### config.mk
export PLATFORM = sky130hd
export DESIGN_NAME = pwr_mode_ctrl
export DESIGN_NICKNAME = d
export VERILOG_FILES = /design/src/rtl/pwr_mode_pkg.sv /design/src/rtl/pwr_mode_fsm.sv /design/src/rtl/pwr_mode_dp.sv /design/src/rtl/pwr_mode_ctrl.sv
export SDC_FILE = /design/constraint.sdc
export NUM_CORES = 1
export LEC_CHECK = 0
export BUFFER_PORTS_ARGS = -buffer_cell sky130_fd_sc_hd__buf_2
export CAP_MARGIN = 20
export CORE_MARGIN = 2
export CORE_UTILIZATION = 35
export CTS_CLUSTER_DIAMETER = 120
export DETAILED_ROUTE_END_ITERATION = 8
export GPL_ROUTABILITY_DRIVEN = 0
export SLEW_MARGIN = 0
export SYNTH_ARGS = -nofsm -noshare
export SYNTH_HDL_FRONTEND = slang
export SYNTH_SLANG_ARGS = --single-unit
### constraint.sdc
create_clock -name clk -period 1.49 [get_ports clk]
set_clock_uncertainty 0.05 [all_clocks]
set_input_delay 0.149 -clock clk [delete_from_list [all_inputs] [get_ports clk]]
set_output_delay 0.149 -clock clk [all_outputs]
set_load 0.03 [all_outputs]
### src/rtl/pwr_mode_pkg.sv
package pwr_mode_pkg;

  typedef enum logic [1:0] {
    MODE_RUN  = 2'd0,
    MODE_IDLE = 2'd1,
    MODE_STOP = 2'd2,
    MODE_SHUT = 2'd3
  } pwrMode_e;

  // strobes from the sequencer to the register/counter datapath
  typedef struct packed {
    logic wrOk;     // register writes allowed (core running)
    logic clrIdle;  // interrupt wake: drop the idle request
    logic rstSeq;   // accepted reset: clear requests, start reset pulse
  } ctlStrobe_t;

endpackage

### src/rtl/pwr_mode_fsm.sv
module pwr_mode_fsm
  import pwr_mode_pkg::*;
(
  input  logic       clk,
  input  logic       porRstN,
  input  logic       instrDone,
  input  logic       irqAny,
  input  logic       intRst,
  input  logic       pinRst,
  input  logic       effIdle,
  input  logic       effStop,
  input  logic       effRegCfg,
  output pwrMode_e   modeQ,
  output ctlStrobe_t strb
);

  pwrMode_e modeD;
  logic     shutPendQ, shutPendD;
  logic     rstTaken;

  // shutdown honours only the pin reset; other states take either source
  assign rstTaken = (modeQ == MODE_SHUT) ? pinRst : (pinRst | intRst);

  always_comb begin
    modeD        = modeQ;
    shutPendD    = shutPendQ;
    strb         = '0;
    strb.wrOk    = (modeQ == MODE_RUN);
    if (rstTaken) begin
      modeD       = MODE_RUN;
      shutPendD   = 1'b0;
      strb.rstSeq = 1'b1;
    end else begin
      unique case (modeQ)
        MODE_RUN: begin
          if (instrDone && effStop) begin
            modeD     = MODE_STOP;
            shutPendD = effRegCfg;
          end else if (instrDone && effIdle) begin
            modeD = MODE_IDLE;
          end
        end
        MODE_IDLE: begin
          if (irqAny) begin
            modeD        = MODE_RUN;
            strb.clrIdle = 1'b1;
          end
        end
        MODE_STOP: begin
          if (shutPendQ) modeD = MODE_SHUT;
        end
        MODE_SHUT: modeD = MODE_SHUT;
        default:   modeD = MODE_RUN;
      endcase
    end
  end

  always_ff @(posedge clk or negedge porRstN) begin
    if (!porRstN) begin
      modeQ     <= MODE_RUN;
      shutPendQ <= 1'b0;
    end else begin
      modeQ     <= modeD;
      shutPendQ <= shutPendD;
    end
  end

endmodule

### src/rtl/pwr_mode_dp.sv
module pwr_mode_dp
  import pwr_mode_pkg::*;
#(
  parameter int RST_CYCLES = 4
) (
  input  logic       clk,
  input  logic       porRstN,
  input  logic       wrEn,
  input  logic       wrSel,
  input  logic [1:0] wrData,
  input  ctlStrobe_t strb,
  input  pwrMode_e   modeQ,
  output logic       effIdle,
  output logic       effStop,
  output logic       effRegCfg,
  output logic       cpuClkEn,
  output logic       periphClkEn,
  output logic       oscEn,
  output logic       regEn,
  output logic       coreRstReq
);

  localparam int CNT_W = $clog2(RST_CYCLES + 1);
  localparam logic [CNT_W-1:0] CNT_INIT = CNT_W'(RST_CYCLES);

  logic             idleQ, stopQ, regCfgQ;
  logic [CNT_W-1:0] rstCntQ;
  logic             wrCtrl, wrCfg;

  assign wrCtrl = wrEn && strb.wrOk && !wrSel;
  assign wrCfg  = wrEn && strb.wrOk &&  wrSel;

  // same-cycle write is visible to the entry decision
  assign effIdle   = wrCtrl ? wrData[0] : idleQ;
  assign effStop   = wrCtrl ? wrData[1] : stopQ;
  assign effRegCfg = wrCfg  ? wrData[0] : regCfgQ;

  always_ff @(posedge clk or negedge porRstN) begin
    if (!porRstN) begin
      idleQ   <= 1'b0;
      stopQ   <= 1'b0;
      regCfgQ <= 1'b0;
      rstCntQ <= CNT_INIT;
    end else begin
      if (strb.rstSeq) begin
        idleQ <= 1'b0;
        stopQ <= 1'b0;
      end else if (strb.clrIdle) begin
        idleQ <= 1'b0;
      end else if (wrCtrl) begin
        idleQ <= wrData[0];
        stopQ <= wrData[1];
      end
      if (wrCfg) regCfgQ <= wrData[0];
      if (strb.rstSeq)        rstCntQ <= CNT_INIT;
      else if (rstCntQ != '0) rstCntQ <= rstCntQ - 1'b1;
    end
  end

  assign coreRstReq = (rstCntQ != '0);

  always_comb begin
    unique case (modeQ)
      MODE_RUN:  {cpuClkEn, periphClkEn, oscEn, regEn} = 4'b1111;
      MODE_IDLE: {cpuClkEn, periphClkEn, oscEn, regEn} = 4'b0111;
      MODE_STOP: {cpuClkEn, periphClkEn, oscEn, regEn} = 4'b0001;
      default:   {cpuClkEn, periphClkEn, oscEn, regEn} = 4'b0000;
    endcase
  end

endmodule

### src/rtl/pwr_mode_ctrl.sv
module pwr_mode_ctrl
  import pwr_mode_pkg::*;
#(
  parameter int NUM_IRQ    = 4,
  parameter int RST_CYCLES = 4
) (
  input  logic               clk,
  input  logic               porRstN,
  input  logic               pinRst,
  input  logic               intRst,
  input  logic               wrEn,
  input  logic               wrSel,
  input  logic [1:0]         wrData,
  input  logic               instrDone,
  input  logic [NUM_IRQ-1:0] irqPend,
  output logic               cpuClkEn,
  output logic               periphClkEn,
  output logic               oscEn,
  output logic               regEn,
  output logic               coreRstReq,
  output logic [1:0]         mode
);

  pwrMode_e   modeQ;
  ctlStrobe_t strb;
  logic       effIdle, effStop, effRegCfg;

  pwr_mode_fsm fsm_i (
    .clk       (clk),
    .porRstN   (porRstN),
    .instrDone (instrDone),
    .irqAny    (|irqPend),
    .intRst    (intRst),
    .pinRst    (pinRst),
    .effIdle   (effIdle),
    .effStop   (effStop),
    .effRegCfg (effRegCfg),
    .modeQ     (modeQ),
    .strb      (strb)
  );

  pwr_mode_dp #(.RST_CYCLES(RST_CYCLES)) dp_i (
    .clk         (clk),
    .porRstN     (porRstN),
    .wrEn        (wrEn),
    .wrSel       (wrSel),
    .wrData      (wrData),
    .strb        (strb),
    .modeQ       (modeQ),
    .effIdle     (effIdle),
    .effStop     (effStop),
    .effRegCfg   (effRegCfg),
    .cpuClkEn    (cpuClkEn),
    .periphClkEn (periphClkEn),
    .oscEn       (oscEn),
    .regEn       (regEn),
    .coreRstReq  (coreRstReq)
  );

  assign mode = modeQ;

endmodule

---- Yosys cells after proc, flatten, opt, wreduce, memory -nomap -nowiden ----
Index checks and enable logic that the tools add are counted.
storage, ports and cells
  logic and storage cells ................. 57
  register bits after elaboration ......... 9
  input port bits ......................... 13
operators by class
  add/subtract/negate cells ............... 1
  muxes and demuxes ....................... 26
  reductions and logical operators ........ 16
  bitwise gates (word level) .............. 1
  equal/unequal tests ..................... 7
operators by type and width
  cell                                                  number
  2-to-1 mux 1 bit                                      18
  2-to-1 mux 2 bit                                      5
  one-hot mux 2 bit (4 select lines)                    1
  2-to-1 mux 3 bit                                      2
  inequality test 3 bit (second input constant)         2
  nonzero test 2 bit                                    3
  logical AND 1 bit                                     5
  equality test 2 bit (second input constant)           2
  inequality test 4 bit (second input constant)         1
  OR reduction 4 bit                                    1
  AND reduction 3 bit                                   1
  nonzero test 3 bit                                    1
  OR reduction 3 bit                                    1
  subtractor 3 x 1 -> 3 bit (second input constant)     1
  equality test 2 x 1 -> 1 bit (second input constant)  1
  zero test 2 bit                                       1
  inequality test 2 bit (second input constant)         1
  AND reduction 2 bit                                   1
  OR reduction 2 bit                                    1
  zero test 1 bit                                       1
  bitwise OR 1 bit                                      1

---- Depth between registers and ports, before layout ----
Gate-level depths: netlist of run 1.
  depth after elaboration ................. 9
  depth in mapped cells ................... 5
  mapped depth without buffers ............ 5

---- Modules after synthesis ----
A second synthesis of run 1 with hierarchy kept.
second synthesis, totals
  cell total of the unflattened synthesis .. 52
  area, all modules ....................... 536.8 sq um
by module, submodules not included
  module         area each (sq um)  cells each  instances
  pwr_mode_dp    334.1              31          1
  pwr_mode_fsm   195.2              20          1
  pwr_mode_ctrl  7.5                1           1

---- Worst setup path before layout of run 1 ----
No wires, ideal clock.
  path type ............................... flip-flop to flip-flop
  start point ............................. register fsm_i.modeQ[1]
  end point ............................... register fsm_i.shutPendQ
  period minus slack after synthesis ...... 2.124 ns
  stages on the path, launching flop included .. 5
  data arrival time ....................... 1.948 ns
  required time ........................... 1.314 ns
  slack ................................... -0.634 ns
  library setup time ...................... 0.126 ns
  cell sequence ........................... dfrtp_1 nor2_1 and3_1 mux2_4 o311a_1
between the ends
  word-level cells in the longest chain between the ends .. 7
  elaborated cells between the ends (all ways) .. 15
  classes of those cells .................. eq/ne (1); mux (6); reduce/logical (8)
ends and longest elaborated chain
  item                             RTL line            text
  start: declaration               pwr_mode_fsm.sv:13  output pwrMode_e modeQ,
  start signal: assignment         pwr_mode_fsm.sv:63  modeQ <= modeD;
  zero test 2 bit                  pwr_mode_fsm.sv:28  strb.wrOk = (modeQ == MODE_RUN);
  logical AND 1 bit (2 in series)  pwr_mode_dp.sv:31   assign wrCfg = wrEn && strb.wrOk && wrSel;
  2-to-1 mux 1 bit                 pwr_mode_dp.sv:36   assign effRegCfg = wrCfg ? wrData[0] : regCfgQ;
  named net dp_i.effRegCfg         pwr_mode_dp.sv:15   output logic effRegCfg,
  2-to-1 mux 1 bit                 pwr_mode_fsm.sv:36  if (instrDone && effStop) begin
  2-to-1 mux 1 bit                 pwr_mode_fsm.sv:34  unique case (modeQ)
  2-to-1 mux 1 bit                 pwr_mode_fsm.sv:29  if (rstTaken) begin
  end signal: assignment           pwr_mode_fsm.sv:64  shutPendQ <= shutPendD;
  end: declaration                 pwr_mode_fsm.sv:18  logic shutPendQ, shutPendD;
The timed path passes the listed nets, and every way through them passes these cells. The select of a mux whose other input is x is not followed.
A chain may end at the register's enable or synchronous reset.

---- Worst setup path in the final report of run 1 ----
Same ends and word-level chain as after synthesis.

==> impl_metrics.yaml, run 1 <==
drt:
  drt_iter0_markers: 14
  wl_per_cell_um: 12.8
  wl_um: 1280
  drt_pass1_iterations: 4
  routed-via-count: 500
  drc: 0
  ant_nets: 0
  viasPerCell: 5.00
clock_tree:
  cts.sinks: 9
  clk_latency_ns: 0.27
  cts_buffers: 3
  tritoncts: "built"
  clkTransAtPathRegs_ns: 0.06
  cts-root-buf: "clkbuf_4"
  cts_buffer_depth: 2
  h-tree-depth: 1
run:
  drv_cap: 0
timing:
  final.setup.worst_slack_ns: -0.00189
  maxSlewHeadroom: 0.751
  drv_slew: 0
  rsz0062_at_grt: "true"
  final-hold-violation-count: 0
  finalCritPeriodShare: 1.00
  max_freq_mhz: 670
  worst_pin_slew_ns: 0.371
  setup_viol: 1
  min_period_ns: 1.49
hold_path:
  holdPathStages: 2
  min_to: "dp_i.regCfgQ"
  hp-class: "input pin to flip-flop"
  hold_path_startpoint: "wrData[0]"
global_routing:
  grt_max_degree: 10
  track_usage: 0.150
  grt_pass1_vias: 451
  grt-ovfl-total: 0
  antenna_found_initial: 0
  grt_pass1_wl_um: 1970
setup_path:
  start_kind: "flip-flop"
  crit_required_ns: 1.59
  cp.arrival_ns: 1.59
  cp-end-kind: "flip-flop"
  critical_path_class: "flip-flop to flip-flop"
  r2r-end: "fsm_i.shutPendQ"
  ff2ff_path_depth: 4
  worstReg2RegStart: "fsm_i.modeQ[1]"
  crit_start: "fsm_i.modeQ[1]"
  r2r_slack_ns: -0.002
  path_max_fanout: 3
placed_design:
  io_buffers: 19
  dp_hpwl_um: 976
  dp_slack_ns: 0.000625
synth:
  yosys.area.top_type_share: 0.379
  synthTopCellsByCount: "dfrtp_1 (8), nor2_1 (6), inv_1 (4), mux2i_1 (4)"
  ys_ff_latch: 9
  yosys_warnings: 0
  synth_edf_count: 0
  synth_area_leader_cell: "dfrtp_1"
  postSynthCellCount: 54
  postSynthNetCount: 69
  synth.cell_area_sq_um: 528
  yosysMostFrequentCell: "dfrtp_1"
  synth.yosys.seq_area_share: 0.429
  synth_async_sr_flop_share: 1.00
  synth.distinct_cells: 27
  synth_area_leaders: "dfrtp_1 (38%), mux2i_1 (7.6%), dfstp_2 (5.0%)"
  syn_area_per_cell_sq_um: 9.78
  synth_ff_type: "dfrtp_1"
final_layout:
  syn2layout_area_growth_pct: 45.0
  n_antenna_cell: 0
  fin_util: 0.527
  nNetsFinal: 100
  fillers: 124
  layout-drive-gt1-share: 0.452
power_and_ir_drop:
  irDropWorstVdd_v: 0.000467
  p_leak_nw: 0.360
  pwr_density_cell_nw_per_um2: 773
outcome:
  run_status: "finished, violations left"
  violations: "setup timing"
die:
  core_area_sq_um: 1450
  io_pins: 20
  dieArea_sq_um: 1840
  start_util: 0.363
  rows: 14
  die_h_um: 42.8
  die_x_um: 42.8
==> where the power goes <==
part / total [W] / switching, W / internal [W] / leakage (nW)
Sequential: 0.000268 / 0.00000782 / 0.000260 / 0.115
Clock: 0.000192 / 0.0000881 / 0.000103 / 0.0150
Combinational: 0.000133 / 0.0000669 / 0.0000660 / 0.230
Total: 0.000592 / 0.000163 / 0.000429 / 0.360
==> state kept, by name (all words and copies together) (netlist names) <==
signal	cells
fsm_i.modeQ	2
dp_i.idleQ	1
fsm_i.shutPendQ	1
dp_i.regCfgQ	1
dp_i.stopQ	1
dp_i.rstCntQ	3
==> how the worst max path moves through the flow <==
stage,end,cells after the start
3_3_place_gp,fsm_i.shutPendQ,4
2_1_floorplan,fsm_i.shutPendQ,4
3_5_place_dp,fsm_i.shutPendQ,4
4_1_cts,fsm_i.shutPendQ,4
5_1_grt,fsm_i.shutPendQ,4
6_report,fsm_i.shutPendQ,4
==> through the flow <==
step | area, sq um | hold slack [ns] | TNS (ns) | power, W | std cells
final | 766 | 0.114 | -0.00189 | 0.000592 | 100
after global routing | 766 | 0.105 | -0.0443 | 0.000635 | 100
after CTS | 732 | 0.114 | -0.00526 | 0.000592 | 99
after detailed placement | 688 | -0.0359 | 0 | 0.000391 | 93
after global placement | 688 | -0.0357 | 0 | 0.000390 | 93
after floorplan | 543 | -0.197 | -0.329 | 0.000342 | 54
==> kinds of logic after synthesis <==
| family | synth area share |
|---|---|
| multiplexers | 0.104 |
| flip-flops | 0.429 |
| AND/OR/NAND/NOR | 0.223 |
| AO/OA/AOI/OAI | 0.137 |
| XOR/XNOR | 0.0166 |
| adder cells (fa/ha/maj) | 0.0474 |
| buffers and inverters | 0.0427 |
==> final cells by class <==
class / count / area, sq um / share of cell area
timing repair buffer: 27 / 160 / 0.209
multi-input combinational: 40 / 315 / 0.412
sequential: 9 / 229 / 0.299
inverter: 4 / 15.0 / 0.0196
clock buffer: 4 / 26.3 / 0.0343
tap: 16 / 20.0 / 0.0261
==> repair_timing <==
| action | CTS | global route |
|---|---|---|
| hold buffers | 1 | 0 |
| pin swaps | 1 | 3 |
| endpoints found under the setup margin | 1 | 4 |
| setup buffers | 1 | 1 |
| endpoints found under the hold margin | 9 | 0 |
| resized for setup | 0 | 5 |
==> critical path, stage by stage (launching register included) <==
cell and delay, ns:
dfrtp_2 0.44, nor2_4 0.12, and3_4 0.18, mux2_4 0.30, o311a_1 0.29
==> cell usage in the layout, fill, tap and decap left out, drive strengths merged <==
cell type    synthesis  routed
a21oi                3       3
nand2                3       3
nor2                 6       6
nand3b               1       1
nor3b                1       1
buf                  1      25
mux2i                4       4
mux2                 1       1
o311a                1       1
ha                   2       2
nor4                 1       1
nand2b               2       2
dfrtp                8       8
dfstp                1       1
o21ai                3       3
a2111oi              1       1
nor3                 2       2
xnor2                1       1
and3                 1       1
and2                 1       1
nor2b                2       2
clkbuf               0       5
a21o                 1       1
a211oi               1       1
dlygate4sd3          0       1
inv                  4       4
nor4b                1       1
a31o                 1       1
==> routing by layer <==
layer | share of wire | track usage | routed length, um | vias to the layer above
met1 | 0.46 | 0.188 | 585 | 239
met4 | 0 | 0.0625 | 0 | 0
met3 | 0.041 | 0.0681 | 52 | 0
li1 | - | - | - | 249
met2 | 0.50 | 0.221 | 642 | 12
met5 | 0 | 0 | 0 | -
Power figures use the tool's default switching activity.
==> run 2: changes to the inputs <==
REMOVE_ABC_BUFFERS = 1   (was unset)
SLEW_MARGIN = 40   (was 0)
==> run 2 against run 1 <==
The run now ends clean; setup slack improved by 0.0067 ns; sequential share of layout area decreased by 0.36 points; die area unchanged; critical endpoint unchanged; power increased by 0.98%; first-iteration DRC count decreased by 64%; via count decreased by 1.6%; largest power group unchanged; clock power about the same; non-clock buffer count increased by 1; final cell count increased by 1.0%; maximum frequency increased by 0.45%.
==> impl_metrics.yaml, run 2 (synthesized netlist as in run 1, its figures left out) <==
power_and_ir_drop:
  power.total_w: 0.000598
  clkPwrFrac: 0.326
  pwr_density_cell_nw_per_um2: 776
  power.switching_w: 0.000170
  irDropWorstVdd_v: 0.000506
  switching_share: 0.285
  combPwrFrac: 0.227
  power.internal_w: 0.000427
  seq_power_share: 0.448
  p_leak_nw: 0.368
setup_path:
  max_stage_delay_ns: 0.43
  worstReg2RegStart: "fsm_i.modeQ[0]"
  crit_required_ns: 1.59
  cp_cell_sequence: "nor2_2 > and3_1 > mux2_4 > o311a_1"
  path_max_fanout: 3
  cp.arrival_ns: 1.58
  critical_path_class: "flip-flop to flip-flop"
  start_kind: "flip-flop"
  crit_start: "fsm_i.modeQ[0]"
  crit_slowest_cell: "dfrtp_1"
  cp-end-kind: "flip-flop"
clock_tree:
  tritoncts: "built"
  clk_latency_ns: 0.26
  cts-root-buf: "clkbuf_4"
  cts_buffer_depth: 2
  clkTransAtPathRegs_ns: 0.07
  cts_buffers: 3
  cts.sinks: 9
  h-tree-depth: 1
final_layout:
  fin_area_sq_um: 771
  final_cell_mix: "buf_2 (18), buf_4 (8), dfrtp_1 (7)"
  largest_reg_flops: 3
  layout-drive-gt1-share: 0.447
  reg.largest.list: "dp_i.rstCntQ x3, fsm_i.modeQ x2"
  regMostFlops: "dp_i.rstCntQ"
  nNetsFinal: 101
  layout_commonest_cell: "buf_2"
  n_antenna_cell: 0
  syn2layout_area_growth_pct: 46.0
  fillers: 140
  fin_cells: 101
drt:
  routed-via-count: 492
  drc: 0
  viasPerCell: 4.87
  drt_iter0_markers: 5
  wl_um: 1260
  wl_per_cell_um: 12.4
  ant_nets: 0
  drt_pass1_iterations: 4
timing:
  drv_slew: 0
  setup_viol: 0
  min_period_ns: 1.49
  rsz0062_at_grt: "true"
  maxSlewHeadroom: 0.748
  finalCritPeriodShare: 0.997
  worst_pin_slew_ns: 0.374
  max_freq_mhz: 673
  final-hold-violation-count: 0
  whs_ns: 0.111
die:
  core_area_sq_um: 1450
  rows: 14
  start_util: 0.363
  die_h_um: 42.8
  io_pins: 20
  dieArea_sq_um: 1840
  die_x_um: 42.8
placed_design:
  dp.cells: 94
  dp_hpwl_um: 975
  io_buffers: 19
  placed_cell_area_sq_um: 681
global_routing:
  grt-ovfl-total: 0
  grt_pass1_wl_um: 1990
  grt_max_degree: 10
  track_usage: 0.147
  grt_pass1_vias: 452
  antenna_found_initial: 0
hold_path:
  hold_path_startpoint: "wrData[0]"
  hp-class: "input pin to flip-flop"
outcome:
  run_status: "completed"
run:
  drv_cap: 0
run 2: area by class of cell:
cell class,count,area (sq um),area share
Clock buffer,3,22.5,0.0292
Clock inverter,1,5.00,0.00649
Inverter,4,15.0,0.0195
Multi-Input combinational cell,40,309,0.401
Sequential cell,9,228,0.295
Tap cell,16,20.0,0.0260
Timing Repair Buffer,28,171,0.222
run 2: power by group through the flow:
stage	sequential [W]	combinational, W	clock, W
global placement	0.000271	0.000117	0
finish	0.000268	0.000136	0.000195
detailed placement	0.000271	0.000118	0
CTS	0.000267	0.000122	0.000201
floorplan	0.000272	0.0000659	0
global route	0.000269	0.000151	0.000214
run 2: worst paths after layout:
check / end / cells past startpoint / slack (ns)
worst max register to register: fsm_i.shutPendQ / 4 / 0.005
worst min register to register: dp_i.regCfgQ / 1 / 0.46
worst min-delay path: dp_i.regCfgQ / 2 / 0.11
worst max-delay path: fsm_i.shutPendQ / 4 / 0.005
max in group asynchronous: dp_i.rstCntQ[2] / 2 / 0.94
min in group asynchronous: dp_i.idleQ / 2 / 0.21
run 2: layer usage:
layer / wire [um] / GRT usage / share of wire / vias to the layer above
li1: - / - / - / 252
met1: 579 / 0.193 / 0.46 / 218
met2: 588 / 0.221 / 0.47 / 20
met3: 75 / 0.0511 / 0.060 / 2
met4: 14 / 0.0563 / 0.011 / 0
met5: 0 / 0 / 0 / -
run 2: timing repair:
action / CTS / global route
hold endpoints to repair: 9 / 0
setup endpoints to repair: 2 / 5
setup buffers: 0 / 2
pin swaps: 3 / 2
hold buffers: 1 / 0
gates resized for setup: 2 / 7
run 2: critical path: cells and delay by family (launching register included):
family,cells,cell delay [ns]
flip-flops,1,0.43
AO/OA/AOI/OAI,1,0.28
AND/OR/NAND/NOR,2,0.30
multiplexers,1,0.30
run 2: through the flow:
stage	worst slack [ns]	utilization	TNS, ns
2_1_floorplan	-0.634	-	-1.17
3_3_place_gp	-0.0175	0.468	-0.0175
3_5_place_dp	-0.0475	0.468	-0.0797
4_1_cts	0.00628	0.498	0
5_1_grt	-0.0530	0.530	-0.0684
6_report	0.00485	0.530	0
==> run 3: changes to the inputs <==
--- a/config.mk
+++ b/config.mk
@@ -10,5 +10,4 @@
 export CORE_MARGIN = 2
 export CORE_UTILIZATION = 35
-export CTS_CLUSTER_DIAMETER = 120
 export DETAILED_ROUTE_END_ITERATION = 8
 export GPL_ROUTABILITY_DRIVEN = 0
==> constraint.sdc (replaced) <==
create_clock -name clk -period 1.49 [get_ports clk]
set_clock_uncertainty 0.05 [all_clocks]
set_input_delay 0.3725 -clock clk [delete_from_list [all_inputs] [get_ports clk]]
set_output_delay 0.3725 -clock clk [all_outputs]
set_load 0.03 [all_outputs]
==> run 3 against run 2 <==
Maximum frequency shrank 1.7%; first-iteration DRC count is the same; sequential share of layout area shrank 4.2 points; sequential power is essentially flat; via count grew 14%; register-to-register slack is essentially flat; the run now ends with setup timing left; clock power shrank 2%; setup slack lost 0.026 ns; clock-buffer cell count is the same; combinational power grew 33%; critical endpoint is now coreRstReq; largest power group unchanged; power grew 7.3%.
==> impl_metrics.yaml, run 3 (synthesized netlist as in run 1, its figures left out) <==
drt:
  ant_nets: 0
  wl_per_cell_um: 12.5
  viasPerCell: 5.04
  drt_pass1_iterations: 4
  drt_iter0_markers: 5
  wl_um: 1390
  drc: 0
  routed-via-count: 559
placed_design:
  io_buffers: 19
  dp_hpwl_um: 1030
  dp_slack_ns: -0.0499
  dp.cells: 96
run:
  drv_cap: 0
global_routing:
  groute.layer.met3.usage: 0.0681
  grt-ovfl-total: 0
  grt_pass1_wl_um: 2260
  track_usage: 0.170
  grt_pass1_vias: 529
  use_met2: 0.255
  antenna_found_initial: 0
  grt_max_degree: 10
  gr-usage-met1: 0.215
  busiest_layer: "met2"
clock_tree:
  cts.sinks: 9
  cts_buffers: 3
  clk_latency_ns: 0.27
  tritoncts: "built"
  cts-root-buf: "clkbuf_4"
  cts_buffer_depth: 2
  clkTransAtPathRegs_ns: 0.07
  h-tree-depth: 1
setup_path:
  worstReg2RegStart: "fsm_i.modeQ[0]"
  path_max_fanout: 2
  cp-end-kind: "output port"
  r2r_slack_ns: -0.01
  critical_path_class: "flip-flop to output port"
  start_kind: "flip-flop"
  critPathCapture: "coreRstReq"
  crit_start: "dp_i.rstCntQ[0]"
  crit_required_ns: 1.07
  cp.arrival_ns: 1.09
  r2r-end: "fsm_i.shutPendQ"
  ff2ff_path_depth: 4
die:
  die_h_um: 42.8
  die_x_um: 42.8
  start_util: 0.363
  core_area_sq_um: 1450
  dieArea_sq_um: 1840
  io_pins: 20
  rows: 14
timing:
  final-hold-violation-count: 0
  rsz0062_at_grt: "true"
  max_freq_mhz: 662
  drv_slew: 0
  finalCritPeriodShare: 1.01
  min_period_ns: 1.51
  worst_pin_slew_ns: 0.292
  final.setup.worst_slack_ns: -0.0208
  setup_viol: 4
  maxSlewHeadroom: 0.805
power_and_ir_drop:
  power.total_w: 0.000641
  p_leak_nw: 0.454
  pwr_density_cell_nw_per_um2: 711
  irDropWorstVdd_v: 0.000483
final_layout:
  n_antenna_cell: 0
  fin_cells: 111
  syn2layout_area_growth_pct: 70.9
  regMostFlops: "dp_i.rstCntQ"
  largest_reg_flops: 3
  layout_commonest_cell: "buf_4"
  reg.largest.list: "dp_i.rstCntQ x3, fsm_i.modeQ x2"
  final_cell_mix: "buf_4 (18), buf_2 (12), buf_6 (7)"
  nNetsFinal: 111
  layout-drive-gt1-share: 0.579
outcome:
  run_status: "finished, violations left"
  violations: "setup timing"
hold_path:
  hp-class: "input pin to flip-flop"
## run 3: critical path, cell delays in order, from the launching register on
cell,delay (ns)
dfrtp_1,0.40
inv_2,0.09
ha_4,0.14
nand2b_4,0.06
buf_6,0.13
## run 3: how the worst min path moves through the flow
stage	cells past startpoint	to	slack, ns	startpoint
floorplan	0	dp_i.idleQ	0.03	porRstN
global placement	1	dp_i.regCfgQ	0.19	porRstN
detailed placement	1	fsm_i.shutPendQ	0.19	porRstN
CTS	3	dp_i.rstCntQ[2]	0.33	pinRst
global route	3	dp_i.rstCntQ[2]	0.37	pinRst
finish	3	dp_i.rstCntQ[2]	0.36	pinRst
## run 3: area by class of cell
type | count | area [sq um]
multi-input cells | 40 | 324
well taps | 16 | 20.0
clock inverters | 1 | 5.00
flip-flops and latches | 9 | 229
inverters | 4 | 17.5
clock buffers | 3 | 22.5
fillers | 125 | 552
repair buffers | 38 | 284
## run 3: stage by stage
stage / TNS, ns / util / cell area, sq um / hold WS [ns]
6_report: -0.0486 / 0.620 / 902 / 0.358
5_1_grt: -0.427 / 0.620 / 902 / 0.370
4_1_cts: -0.0534 / 0.568 / 826 / 0.333
3_5_place_dp: -0.0554 / 0.478 / 696 / 0.191
3_3_place_gp: -0.0378 / 0.478 / 696 / 0.187
2_1_floorplan: -1.17 / - / 520 / 0.0269
## run 3: layer usage
metal,vias up,part of all wire
met5,-,0
met4,0,0.025
met3,4,0.053
met2,20,0.45
met1,261,0.47
li1,274,-
## run 3: what timing repair did
item / 4_1_cts / 5_1_grt
pin swaps: 3 / 4
setup buffers: 5 / 5
resized for setup: 18 / 13
gates cloned: 0 / 0
hold endpoints to repair: 8 / 0
endpoints found under the setup margin: 7 / 11
hold buffers: 1 / 0
## run 3: power breakdown
part / switching, W / total [W] / internal [W]
combinational: 0.0000795 / 0.000181 / 0.000102
sequential: 0.00000976 / 0.000270 / 0.000260
clock: 0.0000915 / 0.000191 / 0.0000991
